$ cat src/rtl/burst_pkg.sv
package burst_pkg;
  typedef enum logic [1:0] {
    ACT_HOLD  = 2'd0,
    ACT_LOAD  = 2'd1,
    ACT_STEP  = 2'd2,
    ACT_DESEL = 2'd3
  } burst_act_e;
endpackage

$ cat src/rtl/burst_cmd_decode.sv
module burst_cmd_decode
  import burst_pkg::*;
(
  input  logic       cpu_strobe_i,
  input  logic       ctl_strobe_i,
  input  logic       adv_i,
  input  logic       ce_i,
  input  logic       ce2_i,
  input  logic       sel_i,
  output burst_act_e act_o
);
  logic cpu_hit;
  logic enabled;

  assign cpu_hit = cpu_strobe_i & ce_i;  // primary enable gates the processor strobe
  assign enabled = ce_i & ce2_i;

  always_comb begin
    if (cpu_hit)            act_o = ce2_i ? ACT_LOAD : ACT_DESEL;
    else if (ctl_strobe_i)  act_o = enabled ? ACT_LOAD : ACT_DESEL;
    else if (adv_i && sel_i) act_o = ACT_STEP;
    else                    act_o = ACT_HOLD;
  end
endmodule

$ cat src/rtl/burst_beat_ctr.sv
module burst_beat_ctr #(
  parameter int BURST_W = 2
) (
  input  logic               clk_i,
  input  logic               rst_ni,
  input  logic               clr_i,
  input  logic               step_i,
  output logic [BURST_W-1:0] cnt_o
);
  always_ff @(posedge clk_i or negedge rst_ni) begin
    if (!rst_ni)     cnt_o <= '0;
    else if (clr_i)  cnt_o <= '0;
    else if (step_i) cnt_o <= cnt_o + 1'b1;  // natural wrap
  end
endmodule

$ cat src/rtl/burst_order_map.sv
module burst_order_map #(
  parameter int BURST_W = 2
) (
  input  logic [BURST_W-1:0] start_i,
  input  logic [BURST_W-1:0] cnt_i,
  input  logic               interleave_i,
  output logic [BURST_W-1:0] lo_o
);
  logic [BURST_W-1:0] lin;
  logic [BURST_W-1:0] ilv;

  assign lin = start_i + cnt_i;

  for (genvar b = 0; b < BURST_W; b++) begin : g_ilv
    assign ilv[b] = start_i[b] ^ cnt_i[b];
  end

  assign lo_o = interleave_i ? ilv : lin;
endmodule

$ cat src/rtl/burst_addr_gen.sv
module burst_addr_gen
  import burst_pkg::*;
#(
  parameter int ADDR_W  = 18,
  parameter int BURST_W = 2
) (
  input  logic              clk_i,
  input  logic              rst_ni,
  input  logic [ADDR_W-1:0] addr_i,
  input  logic              cpu_strobe_i,
  input  logic              ctl_strobe_i,
  input  logic              adv_i,
  input  logic              ce_i,
  input  logic              ce2_i,
  input  logic              interleave_i,
  output logic [ADDR_W-1:0] addr_o,
  output logic              sel_o
);
  localparam int HI_W = ADDR_W - BURST_W;

  burst_act_e         act;
  logic [ADDR_W-1:0]  base_q;
  logic [BURST_W-1:0] cnt_q;
  logic [BURST_W-1:0] lo;
  logic               sel_q;
  logic               mode_q;

  burst_cmd_decode u_dec (
    .cpu_strobe_i (cpu_strobe_i),
    .ctl_strobe_i (ctl_strobe_i),
    .adv_i        (adv_i),
    .ce_i         (ce_i),
    .ce2_i        (ce2_i),
    .sel_i        (sel_q),
    .act_o        (act)
  );

  burst_beat_ctr #(.BURST_W(BURST_W)) u_ctr (
    .clk_i  (clk_i),
    .rst_ni (rst_ni),
    .clr_i  (act == ACT_LOAD),
    .step_i (act == ACT_STEP),
    .cnt_o  (cnt_q)
  );

  always_ff @(posedge clk_i or negedge rst_ni) begin
    if (!rst_ni) begin
      base_q <= '0;
      sel_q  <= 1'b0;
      mode_q <= 1'b0;
    end else begin
      mode_q <= interleave_i;
      unique case (act)
        ACT_LOAD: begin
          base_q <= addr_i;
          sel_q  <= 1'b1;
        end
        ACT_DESEL: sel_q <= 1'b0;
        default: ;
      endcase
    end
  end

  burst_order_map #(.BURST_W(BURST_W)) u_map (
    .start_i      (base_q[BURST_W-1:0]),
    .cnt_i        (cnt_q),
    .interleave_i (mode_q),
    .lo_o         (lo)
  );

  assign addr_o = {base_q[ADDR_W-1 -: HI_W], lo};
  assign sel_o  = sel_q;
endmodule

$ cat config.mk
export PLATFORM = sky130hd
export DESIGN_NAME = burst_addr_gen
export DESIGN_NICKNAME = d
export VERILOG_FILES = /design/src/rtl/burst_pkg.sv /design/src/rtl/burst_cmd_decode.sv /design/src/rtl/burst_beat_ctr.sv /design/src/rtl/burst_order_map.sv /design/src/rtl/burst_addr_gen.sv
export SDC_FILE = /design/constraint.sdc
export NUM_CORES = 1
export LEC_CHECK = 0
export CORE_MARGIN = 3
export CORE_UTILIZATION = 33
export DETAILED_ROUTE_END_ITERATION = 8
export PLACE_DENSITY_LB_ADDON = 0.2
export SLEW_MARGIN = 20
export SYNTH_ARGS = -nofsm -noshare
export SYNTH_HDL_FRONTEND = slang
export SYNTH_SLANG_ARGS = --single-unit
$ cat constraint.sdc
create_clock -name clk_i -period 1.7 [get_ports clk_i]
set_input_delay 0.17 -clock clk_i [delete_from_list [all_inputs] [get_ports clk_i]]
set_output_delay 0.17 -clock clk_i [all_outputs]
set_load 0.005 [all_outputs]
**Yosys cells after proc, flatten, opt, wreduce, memory -nomap -nowiden**

Cells that the tools add are included.
W data, S select, Z words.

- Reductions and logical operators: 3
- Bitwise operators: 4
- Muxes and demuxes: 9
- Equality and inequality tests: 3
- Add/subtract/negate cells: 2

Operators with widths:

| operator | number |
|---|---|
| $mux W2 | 8 |
| $eq A2 B2 Y1 const B | 2 |
| $reduce_bool A2 Y1 | 2 |
| $add A2 B1 Y2 const B | 1 |
| $add A2 B2 Y2 | 1 |
| $and A1 B1 Y1 | 2 |
| $eq A2 B1 Y1 const B | 1 |
| $pmux W1 S2 | 1 |
| $xor A1 B1 Y1 | 2 |
| $logic_and A1 B1 Y1 | 1 |

- Output and inout bits: 19
- Input bits: 26
- Logic and storage cells: 25
- Register bits: 22

**Longest topological paths before layout**

Gate-level depths: netlist of run 1.

- Word-level depth: 7
- Mapped depth: 6
- Mapped depth without buffers: 5

**Hierarchy**

From an unflattened synthesis of run 1, not the netlist that was laid out.

- Cells, all modules: 76
- Area, all modules: 1101.1 sq um

By module, submodules not included:

| module | instances | area each (sq um) | cells each |
|---|---|---|---|
| burst_addr_gen | 1 | 947.2 | 61 |
| burst_beat_ctr | 1 | 88.8 | 7 |
| burst_order_map | 1 | 36.3 | 4 |
| burst_cmd_decode | 1 | 28.8 | 4 |

**Worst setup path after synthesis of run 1**

Ideal clock, no wire load.

- Kind: register -> register
- Start: reg sel_q (netlist: sel_o)
- End: reg u_ctr.cnt_o[1]
- Arrival: 1.594 ns
- Library setup time: 0.124 ns
- Cell stages (with the launch flop): 6
- Path buffers: 0
- Path slack: -0.018 ns
- Period minus slack after synthesis: 1.718 ns
- Cell sequence: dfrtp_1 a221o_1 and2_1 ha_1 and4bb_1 a211o_1

- Cells in the longest elaborated chain, start to end: 6
- Elaborated cells between the ends (all ways): 8
- Classes of those cells: eq/ne: 2; mux: 4; reduce/logical: 2

Ends and longest elaborated chain:

| what | line | source |
|---|---|---|
| start, declared | burst_addr_gen.sv:25 | `logic sel_q;` |
| start signal, assigned | burst_addr_gen.sv:49 | `sel_q <= 1'b0;` |
| start signal, assigned | burst_addr_gen.sv:56 | `sel_q <= 1'b1;` |
| start signal, assigned | burst_addr_gen.sv:58 | `ACT_DESEL: sel_q <= 1'b0;` |
| $logic_and A1 B1 Y1 * | burst_cmd_decode.sv:21 | `else if (adv_i && sel_i) act_o = ACT_STEP;` |
| $mux W2 * | burst_cmd_decode.sv:21 |  |
| $mux W2 * | burst_cmd_decode.sv:20 | `else if (ctl_strobe_i) act_o = enabled ? ACT_LOAD : ACT_DESEL;` |
| $mux W2 * | burst_cmd_decode.sv:19 | `if (cpu_hit) act_o = ce2_i ? ACT_LOAD : ACT_DESEL;` |
| $eq A2 B1 Y1 or $eq A2 B2 Y1 (tied branches) | burst_addr_gen.sv:41, burst_addr_gen.sv:42 |  |
| $mux W2 or $reduce_bool A2 Y1 (tied branches) | n/a |  |
| end signal, assigned | burst_beat_ctr.sv:13 | `else if (step_i) cnt_o <= cnt_o + 1'b1;` |
| end, declared | burst_beat_ctr.sv:8 | `output logic [BURST_W-1:0] cnt_o` |

Mark *: on every way between the ends. The rest lies on a longest branch, timed or not.
A chain may end at the register's enable or synchronous reset.

**Worst setup path in the final report of run 1**

- Start: reg sel_q (netlist: sel_o)
- End: reg base_q[7]

- Cells in the longest elaborated chain, start to end: 5

Ends and longest elaborated chain:

| what | line | source |
|---|---|---|
| $logic_and A1 B1 Y1 | burst_cmd_decode.sv:21 |  |
| $mux W2 | burst_cmd_decode.sv:21 |  |
| $mux W2 | burst_cmd_decode.sv:20 |  |
| $mux W2 | burst_cmd_decode.sv:19 |  |
| $eq A2 B1 Y1 | burst_addr_gen.sv:53 | `unique case (act)` |
| end signal, assigned | burst_addr_gen.sv:55 | `base_q <= addr_i;` |
| end, declared | burst_addr_gen.sv:22 | `logic [ADDR_W-1:0] base_q;` |

No other way between the ends.

==> flow_summary.ini, run 1 <==
[run_status]
status = finished, final reports clean

[worst_setup_path]
end_kind = flop
crit_arrival_ns = 1.85
crit_slowest_cell = dfrtp_1
cp_top_family = flip-flops
worstSetupPathType = flop to flop
crit_fanout = 13
worst-path-buf-inv = 1
start_kind = flop
critical_path.max_stage_delay_ns = 0.41
path_cells = a221o_1, nand2_1, ha_4, buf_12, mux2_2
required_ns = 1.90

[clock_network]
cts_tree = built
htreeDepth = 1
clockRootBuffer = clkbuf_4
path_clk_slew_ns = 0.13
clkSinkCount = 22
clock_latency_ns = 0.31
ctsLongestPathBuffers = 2
hold_buffers = 0
numCtsBuffers = 3

[placed_design]
place_area_um2 = 1480
io_buffers = 44
gp_congestion = 0.707
dp_slack_ns = -0.302
hpwl_um = 1470

[global_routing]
grt_pass1_vias = 747
grt_overflow_total = 0
grt_pass1_wl_um = 3490
antenna_found_initial = 0
grt_usage = 0.109
grt_max_degree = 23

[power_and_ir_drop]
power_frac_comb = 0.380
pwr_density_cell_nw_per_um2 = 1060
ir_drop_mv = 0.459
p_switching_mw = 0.416
leakagePower_nw = 0.662
p_sw_frac = 0.254
intPower_mw = 1.22
p_total_mw = 1.64
clkPwrFrac = 0.178
p_seq_frac = 0.442

[synth]
syn_avg_cell_area_um2 = 14.4
netlist_instances = 76
yosys_warnings = 0
synth_fp_nets = 105
synth_seq_cells = 22
yosysSeqAreaShare = 0.503
synth_area_um2 = 1090
synthDistinctLibCells = 19

[sta]
fin_tns_setup_ns = 0
maxSlewHeadroom = 0.810
setup_viol = 0
worst_pin_slew_ns = 0.284
fmax_mhz = 606
layout_setup_ws_ns = 0.0488
period_share = 0.971
min_period_ns = 1.65
rsz0062_at_grt = yes
clock_skew_ns = 0.00490
final_hold_viol_count = 0
slew_violations = 0

[route]
drc_errors = 0
postRouteAntennaNets = 0
dr.pass1.iters = 4
num_vias = 680
drt-total-wl_um = 2010
avgViaCountPerCell = 4.42
wire_per_inst_um = 13.1
drt_iter0_drc = 16

[hold_path]
hp-class = primary input to asynchronous set/reset pin

[floorplan]
initial_core_util = 0.352
die_w_um = 63.6
die-area_um2 = 4040
fp-row-count = 20
core_area_um2 = 3100
io_pins = 45
fp.dieH_um = 63.6

[finish]
final_common_cell = clkdlybuf4s50_1
drive_gt1_frac = 0.282
multi_input_area_um2 = 419
fillers = 306
diodes = 0
syn2layout_area_growth_pct = 41.3
final_nets = 140
design_area_um2 = 1550
area.sequential_um2 = 551
final_cell_mix = clkdlybuf4s50_1, dfrtp_1, mux2_4

[flow_run]
cap_violations = 0
## cells by family after synthesis
family                   after synthesis  synth area share
flip-flops                            22             0.503
multiplexers                          19             0.230
buffers and inverters                 18             0.138
AO/OA/AOI/OAI                          6            0.0423
AND/OR/NAND/NOR                        6            0.0355
adder cells (fa/ha/maj)                3            0.0343
XOR/XNOR                               2            0.0160
## per-stage QoR
step,hold slack [ns],utilization,instances
6_report,0.203,0.498,154
5_1_grt,0.213,0.498,154
4_1_cts,0.198,0.493,154
3_5_place_dp,0.493,0.477,150
3_3_place_gp,0.488,0.477,150
2_1_floorplan,-0.126,-,76
## power by group through the flow
| stage | Combinational (mW) | Clock (mW) | Sequential [mW] |
|---|---|---|---|
| floorplan | 0.405 | 0 | 0.716 |
| global placement | 0.634 | 0 | 0.731 |
| detailed placement | 0.642 | 0 | 0.736 |
| CTS | 0.638 | 0.307 | 0.725 |
| global route | 0.680 | 0.332 | 0.742 |
| finish | 0.622 | 0.292 | 0.723 |
## path summary, 6_finish.rpt
check / cells past startpoint / startpoint / slack (ns) / to
max: 5 / sel_o / 0.05 / base_q[7]
max in group asynchronous: 2 / rst_ni / 1.27 / base_q[12]
min reg2reg: 1 / base_q[15] / 0.52 / base_q[15]
max reg2reg: 5 / sel_o / 0.05 / base_q[7]
min in group clk_i: 1 / interleave_i / 0.29 / mode_q
min: 2 / rst_ni / 0.20 / base_q[4]
## worst reg2reg max path, cell delays in order, from the launching register on
cell and delay [ns]:
dfrtp_1 0.41, a221o_1 0.37, nand2_1 0.11, ha_4 0.17, buf_12 0.15, mux2_2 0.34
## routing by layer
layer	up-vias	global-route usage	share of wire
met5	-	0	0
met4	0	0.0485	0.014
met3	4	0.0321	0.087
met2	34	0.186	0.49
met1	325	0.125	0.41
li1	317	-	-
## sequential cells by signal, summed over array words and instances, names as in the netlist
register	count
base_q	18
mode_q	1
sel_o	1
u_ctr.cnt_o	2
## Yosys cell counts
| master | instances | share of area |
|---|---|---|
| ha_1 | 3 | 0.034 |
| buf_12 | 1 | 0.018 |
| and2_1 | 1 | 0.0057 |
| and4bb_1 | 1 | 0.011 |
| nor2b_1 | 2 | 0.011 |
| a21o_1 | 1 | 0.0069 |
| buf_4 | 16 | 0.11 |
| a221o_1 | 1 | 0.0092 |
| buf_6 | 1 | 0.010 |
| nand2_1 | 1 | 0.0034 |
| a211o_1 | 1 | 0.0080 |
| mux2_4 | 10 | 0.14 |
| a211oi_1 | 1 | 0.0069 |
| dfrtp_1 | 22 | 0.50 |
| nor2_1 | 1 | 0.0034 |
| o211ai_1 | 1 | 0.0069 |
| xnor2_1 | 2 | 0.016 |
| a21oi_1 | 1 | 0.0046 |
| mux2_2 | 9 | 0.093 |
## timing repair
| item | 4_1_cts | 5_1_grt |
|---|---|---|
| pin swaps | 1 | 0 |
| endpoints found under the setup margin | 3 | 15 |
| setup buffers | 0 | 0 |
| gates resized for setup | 3 | 6 |
## area by class of cell
class	instances	share of cell area
multi-input combinational	36	0.271
tap	44	0.0356
sequential	22	0.356
clock buffer	4	0.0235
timing repair buffer	48	0.313
No activity file was read; power rests on OpenSTA's default activity.
==> run 2, diff against run 1 <==
Settings changed: REMOVE_ABC_BUFFERS from default to 1.
==> run 2 against run 1 <==
Net effect: non-clock buffer count increased by 3; highest routed layer unchanged; die area unchanged; largest power group unchanged; critical path depth unchanged.
==> flow_summary.ini, run 2 (synthesized netlist as in run 1, its figures left out) <==
[route]
drc_errors = 0
avgViaCountPerCell = 4.36
drt-total-wl_um = 2090
postRouteAntennaNets = 0
drt_iter0_drc = 10
num_vias = 684
dr.pass1.iters = 4
wire_per_inst_um = 13.3

[floorplan]
io_pins = 45
fp-row-count = 20
die_w_um = 63.6
core_area_um2 = 3100
die-area_um2 = 4040
fp.dieH_um = 63.6
initial_core_util = 0.352

[power_and_ir_drop]
pwr_density_cell_nw_per_um2 = 1060
ir_drop_mv = 0.407
leakagePower_nw = 0.676

[sta]
clock_skew_ns = 0.00454
final_hold_viol_count = 0
setup_viol = 0
rsz0062_at_grt = no
maxSlewHeadroom = 0.811
worst_pin_slew_ns = 0.284
slew_violations = 0
fmax_mhz = 620
fin_tns_setup_ns = 0
min_period_ns = 1.61
hold-worst-slack_ns = 0.198
period_share = 0.948

[clock_network]
hold_buffers = 0
clockRootBuffer = clkbuf_4
cts_tree = built
path_clk_slew_ns = 0.12
clock_latency_ns = 0.30
ctsLongestPathBuffers = 2
clkSinkCount = 22
htreeDepth = 1
numCtsBuffers = 3

[global_routing]
antenna_found_initial = 0
grt_pass1_vias = 751
grt_overflow_total = 0
grt_usage = 0.109
grt_max_degree = 23
grt_pass1_wl_um = 3350

[finish]
final_cell_mix = clkdlybuf4s50_1, dfrtp_1, mux2_4
reg.largest.list = base_q (18), u_ctr.cnt_o (2)
fillers = 314
top_register = base_q
drive_gt1_frac = 0.292
largest_register_ffs = 18
diodes = 0
final_nets = 143
final_core_util = 0.505
final_common_cell = clkdlybuf4s50_1
syn2layout_area_growth_pct = 43.2

[flow_run]
cap_violations = 0

[worst_setup_path]
crit_fanout = 10
required_ns = 1.90
crit_arrival_ns = 1.81
start_kind = flop
worstSetupPathType = flop to flop
r2r_slack_ns = 0.09
reg2reg_to = base_q[5]
reg2reg_from = sel_o
r2r_cells = 5
end_kind = flop

[hold_path]
hp-class = primary input to asynchronous set/reset pin

[placed_design]
hpwl_um = 1540
io_buffers = 44
gp_congestion = 0.673

[run_status]
status = finished, final reports clean
run 2: changes by cell type in the layout (fill, tap and decap cells not counted):
cell	delta
buf_12	-1
buf_4	+3
buf_8	+1
clkbuf_2	-1
dlygate4sd2_1	+1
run 2: per-layer routing:
layer  track usage  vias to the layer above  share of wire
met1         0.115                      336           0.40
met2         0.192                       27           0.50
met3        0.0446                        2          0.091
met4        0.0404                        0         0.0062
met5             0                        -              0
li1              -                      319              -
run 2: report_power, final:
group          total (mW)  switching, mW  internal [mW]
Sequential          0.723         0.0761          0.647
Clock               0.285          0.155          0.130
Combinational       0.651          0.185          0.467
Total                1.66          0.416           1.24
run 2: worst max path at each step:
stage	startpoint	to	cells after the start
final	sel_o	base_q[5]	5
after global placement	cpu_strobe_i	u_ctr.cnt_o[1]	6
after detailed placement	cpu_strobe_i	u_ctr.cnt_o[1]	6
after global routing	sel_o	base_q[6]	5
after floorplan	sel_o	u_ctr.cnt_o[1]	5
after CTS	sel_o	u_ctr.cnt_o[0]	5
run 2: per-stage QoR:
step           cells  total power, mW  cell area (um^2)  setup WS (ns)
3_3_place_gp     152             1.36              1480         -0.283
5_1_grt          157             1.78              1570         0.0112
3_5_place_dp     152             1.37              1480         -0.325
2_1_floorplan     58            0.993               942         -0.370
6_report         157             1.66              1570         0.0884
4_1_cts          158             1.69              1540        -0.0237
run 2: worst max-delay path, cell delays in order, from the launching register on:
cell,delay (ns)
dfrtp_1,0.40
a221o_1,0.34
nand2_1,0.11
ha_4,0.17
buf_8,0.15
mux2_2,0.33
run 2: final cells by class:
cell class                      count  area, um^2  area share
Timing Repair Buffer               51         505       0.323
Clock buffer                        4        36.3      0.0232
Sequential cell                    22         551       0.351
Multi-Input combinational cell     36         419       0.268
Tap cell                           44        55.1      0.0351
run 2: timing repair:
item | in CTS | in global routing
setup buffers | 2 | 0
pin swaps | 5 | 2
endpoints found under the setup margin | 3 | 21
gates resized for setup | 3 | 6
==> run 3, diff against run 2 <==
Settings changed: CELL_PAD_IN_SITES_DETAIL_PLACEMENT from default to 0, CELL_PAD_IN_SITES_GLOBAL_PLACEMENT from default to 1, CORE_ASPECT_RATIO from default to 0.5, CORE_UTILIZATION 33 to 29, PLACE_DENSITY_LB_ADDON 0.2 to 0.1.
==> run 3 against run 2 <==
Net effect: the run now ends with setup timing left; die area rose by 14%; clock skew barely moved; non-clock buffer count rose by 8; global-route usage rose by 0.40 points; first-iteration DRC count fell by 40%; cell count rose by 9.6%; register-to-register slack got worse by 0.095 ns; critical path depth did not move; critical endpoint is now u_ctr.cnt_o[0].
==> flow_summary.ini, run 3 (synthesized netlist as in run 1, its figures left out) <==
[finish]
multi_input_area_um2 = 437
reg.largest.list = base_q (18), u_ctr.cnt_o (2)
largest_register_ffs = 18
final_core_util = 0.480
final_nets = 151
top_register = base_q
design_area_um2 = 1690
fillers = 321
diodes = 0
final_cell_mix = clkdlybuf4s50_1, dfrtp_1, mux2_4
syn2layout_area_growth_pct = 54.8
area.sequential_um2 = 551
drive_gt1_frac = 0.347
final_common_cell = clkdlybuf4s50_1

[sta]
slew_violations = 0
fin_tns_setup_ns = -0.0110
min_period_ns = 1.71
period_share = 1.00
setup_viol = 2
layout_setup_ws_ns = -0.00696
maxSlewHeadroom = 0.807
worst_pin_slew_ns = 0.290
rsz0062_at_grt = yes
fmax_mhz = 586
final_hold_viol_count = 0
clock_skew_ns = 0.00498

[power_and_ir_drop]
p_total_mw = 1.82
leakagePower_nw = 0.744
ir_drop_mv = 0.356
pwr_density_cell_nw_per_um2 = 1080

[hold_path]
hp-class = primary input to asynchronous set/reset pin

[floorplan]
die-area_um2 = 4590
die_w_um = 92.8
initial_core_util = 0.310
fp-row-count = 15
io_pins = 45
core_area_um2 = 3530
fp.dieH_um = 49.4

[route]
drt_iter0_drc = 6
drt-total-wl_um = 2380
wire_per_inst_um = 13.9
num_vias = 705
drc_errors = 0
postRouteAntennaNets = 0
dr.pass1.iters = 3
avgViaCountPerCell = 4.10

[placed_design]
dp_slack_ns = -0.315
place_area_um2 = 1510
hpwl_um = 1730
io_buffers = 44
gp_congestion = 0.683

[worst_setup_path]
crit_slowest_cell = dfrtp_1
worstSetupPathType = flop to flop
worst-path-buf-inv = 1
end_kind = flop
critical_path.max_stage_delay_ns = 0.38
crit_arrival_ns = 1.86
path_cells = a221o_1, and2_4, ha_4, buf_6, mux2_2
crit_fanout = 3
start_kind = flop
cp_top_family = flip-flops
required_ns = 1.85

[clock_network]
ctsLongestPathBuffers = 2
cts_tree = built
htreeDepth = 1
numCtsBuffers = 3
clkSinkCount = 22
clock_latency_ns = 0.26
path_clk_slew_ns = 0.08
clockRootBuffer = clkbuf_8

[global_routing]
grt_max_degree = 23
grt_pass1_wl_um = 3920
antenna_found_initial = 0
grt_overflow_total = 0
grt_usage = 0.113
grt_pass1_vias = 788

[flow_run]
cap_violations = 0

[run_status]
violations = setup timing
status = complete, but fails checks
[run 3: layer usage]
metal	up-vias	part of all wire	track usage
li1	335	-	-
met1	347	0.39	0.111
met2	21	0.53	0.217
met3	2	0.068	0.0493
met4	0	0.0067	0.0292
met5	-	0	0
[run 3: worst paths after layout]
kind | cells past startpoint | from | slack [ns] | endpoint
worst max register to register | 5 | sel_o | -0.007 | u_ctr.cnt_o[0]
max in group asynchronous | 2 | rst_ni | 1.22 | base_q[9]
worst max-delay path | 5 | sel_o | -0.007 | u_ctr.cnt_o[0]
min in group clk_i | 4 | cpu_strobe_i | 0.36 | sel_o
worst min register to register | 1 | base_q[6] | 0.51 | base_q[6]
worst min-delay path | 2 | rst_ni | 0.25 | sel_o
[run 3: area by class of cell]
cell class,instances,area share
sequential,22,0.325
clock buffer,4,0.0325
timing repair buffer,59,0.347
tap,51,0.0377
multi-input combinational,36,0.258
[run 3: what timing repair did]
action / CTS / global route
hold buffers: 0 / 0
buffers inserted: 2 / 6
endpoints found under the setup margin: 4 / 4
pin swaps: 0 / 6
cloned: 0 / 0
resized for setup: 4 / 9
[run 3: per-stage QoR]
| stage | std cells | hold slack, ns |
|---|---|---|
| 2_1_floorplan | 58 | -0.126 |
| 4_1_cts | 166 | 0.257 |
| 6_report | 172 | 0.249 |
| 3_3_place_gp | 160 | 0.491 |
| 3_5_place_dp | 160 | 0.492 |
| 5_1_grt | 172 | 0.294 |
[run 3: power breakdown]
part           total (mW)  internal (mW)  switching (mW)
Clock               0.371          0.206           0.165
Sequential          0.727          0.648          0.0785
Combinational       0.722          0.516           0.206
Total                1.82           1.37           0.450
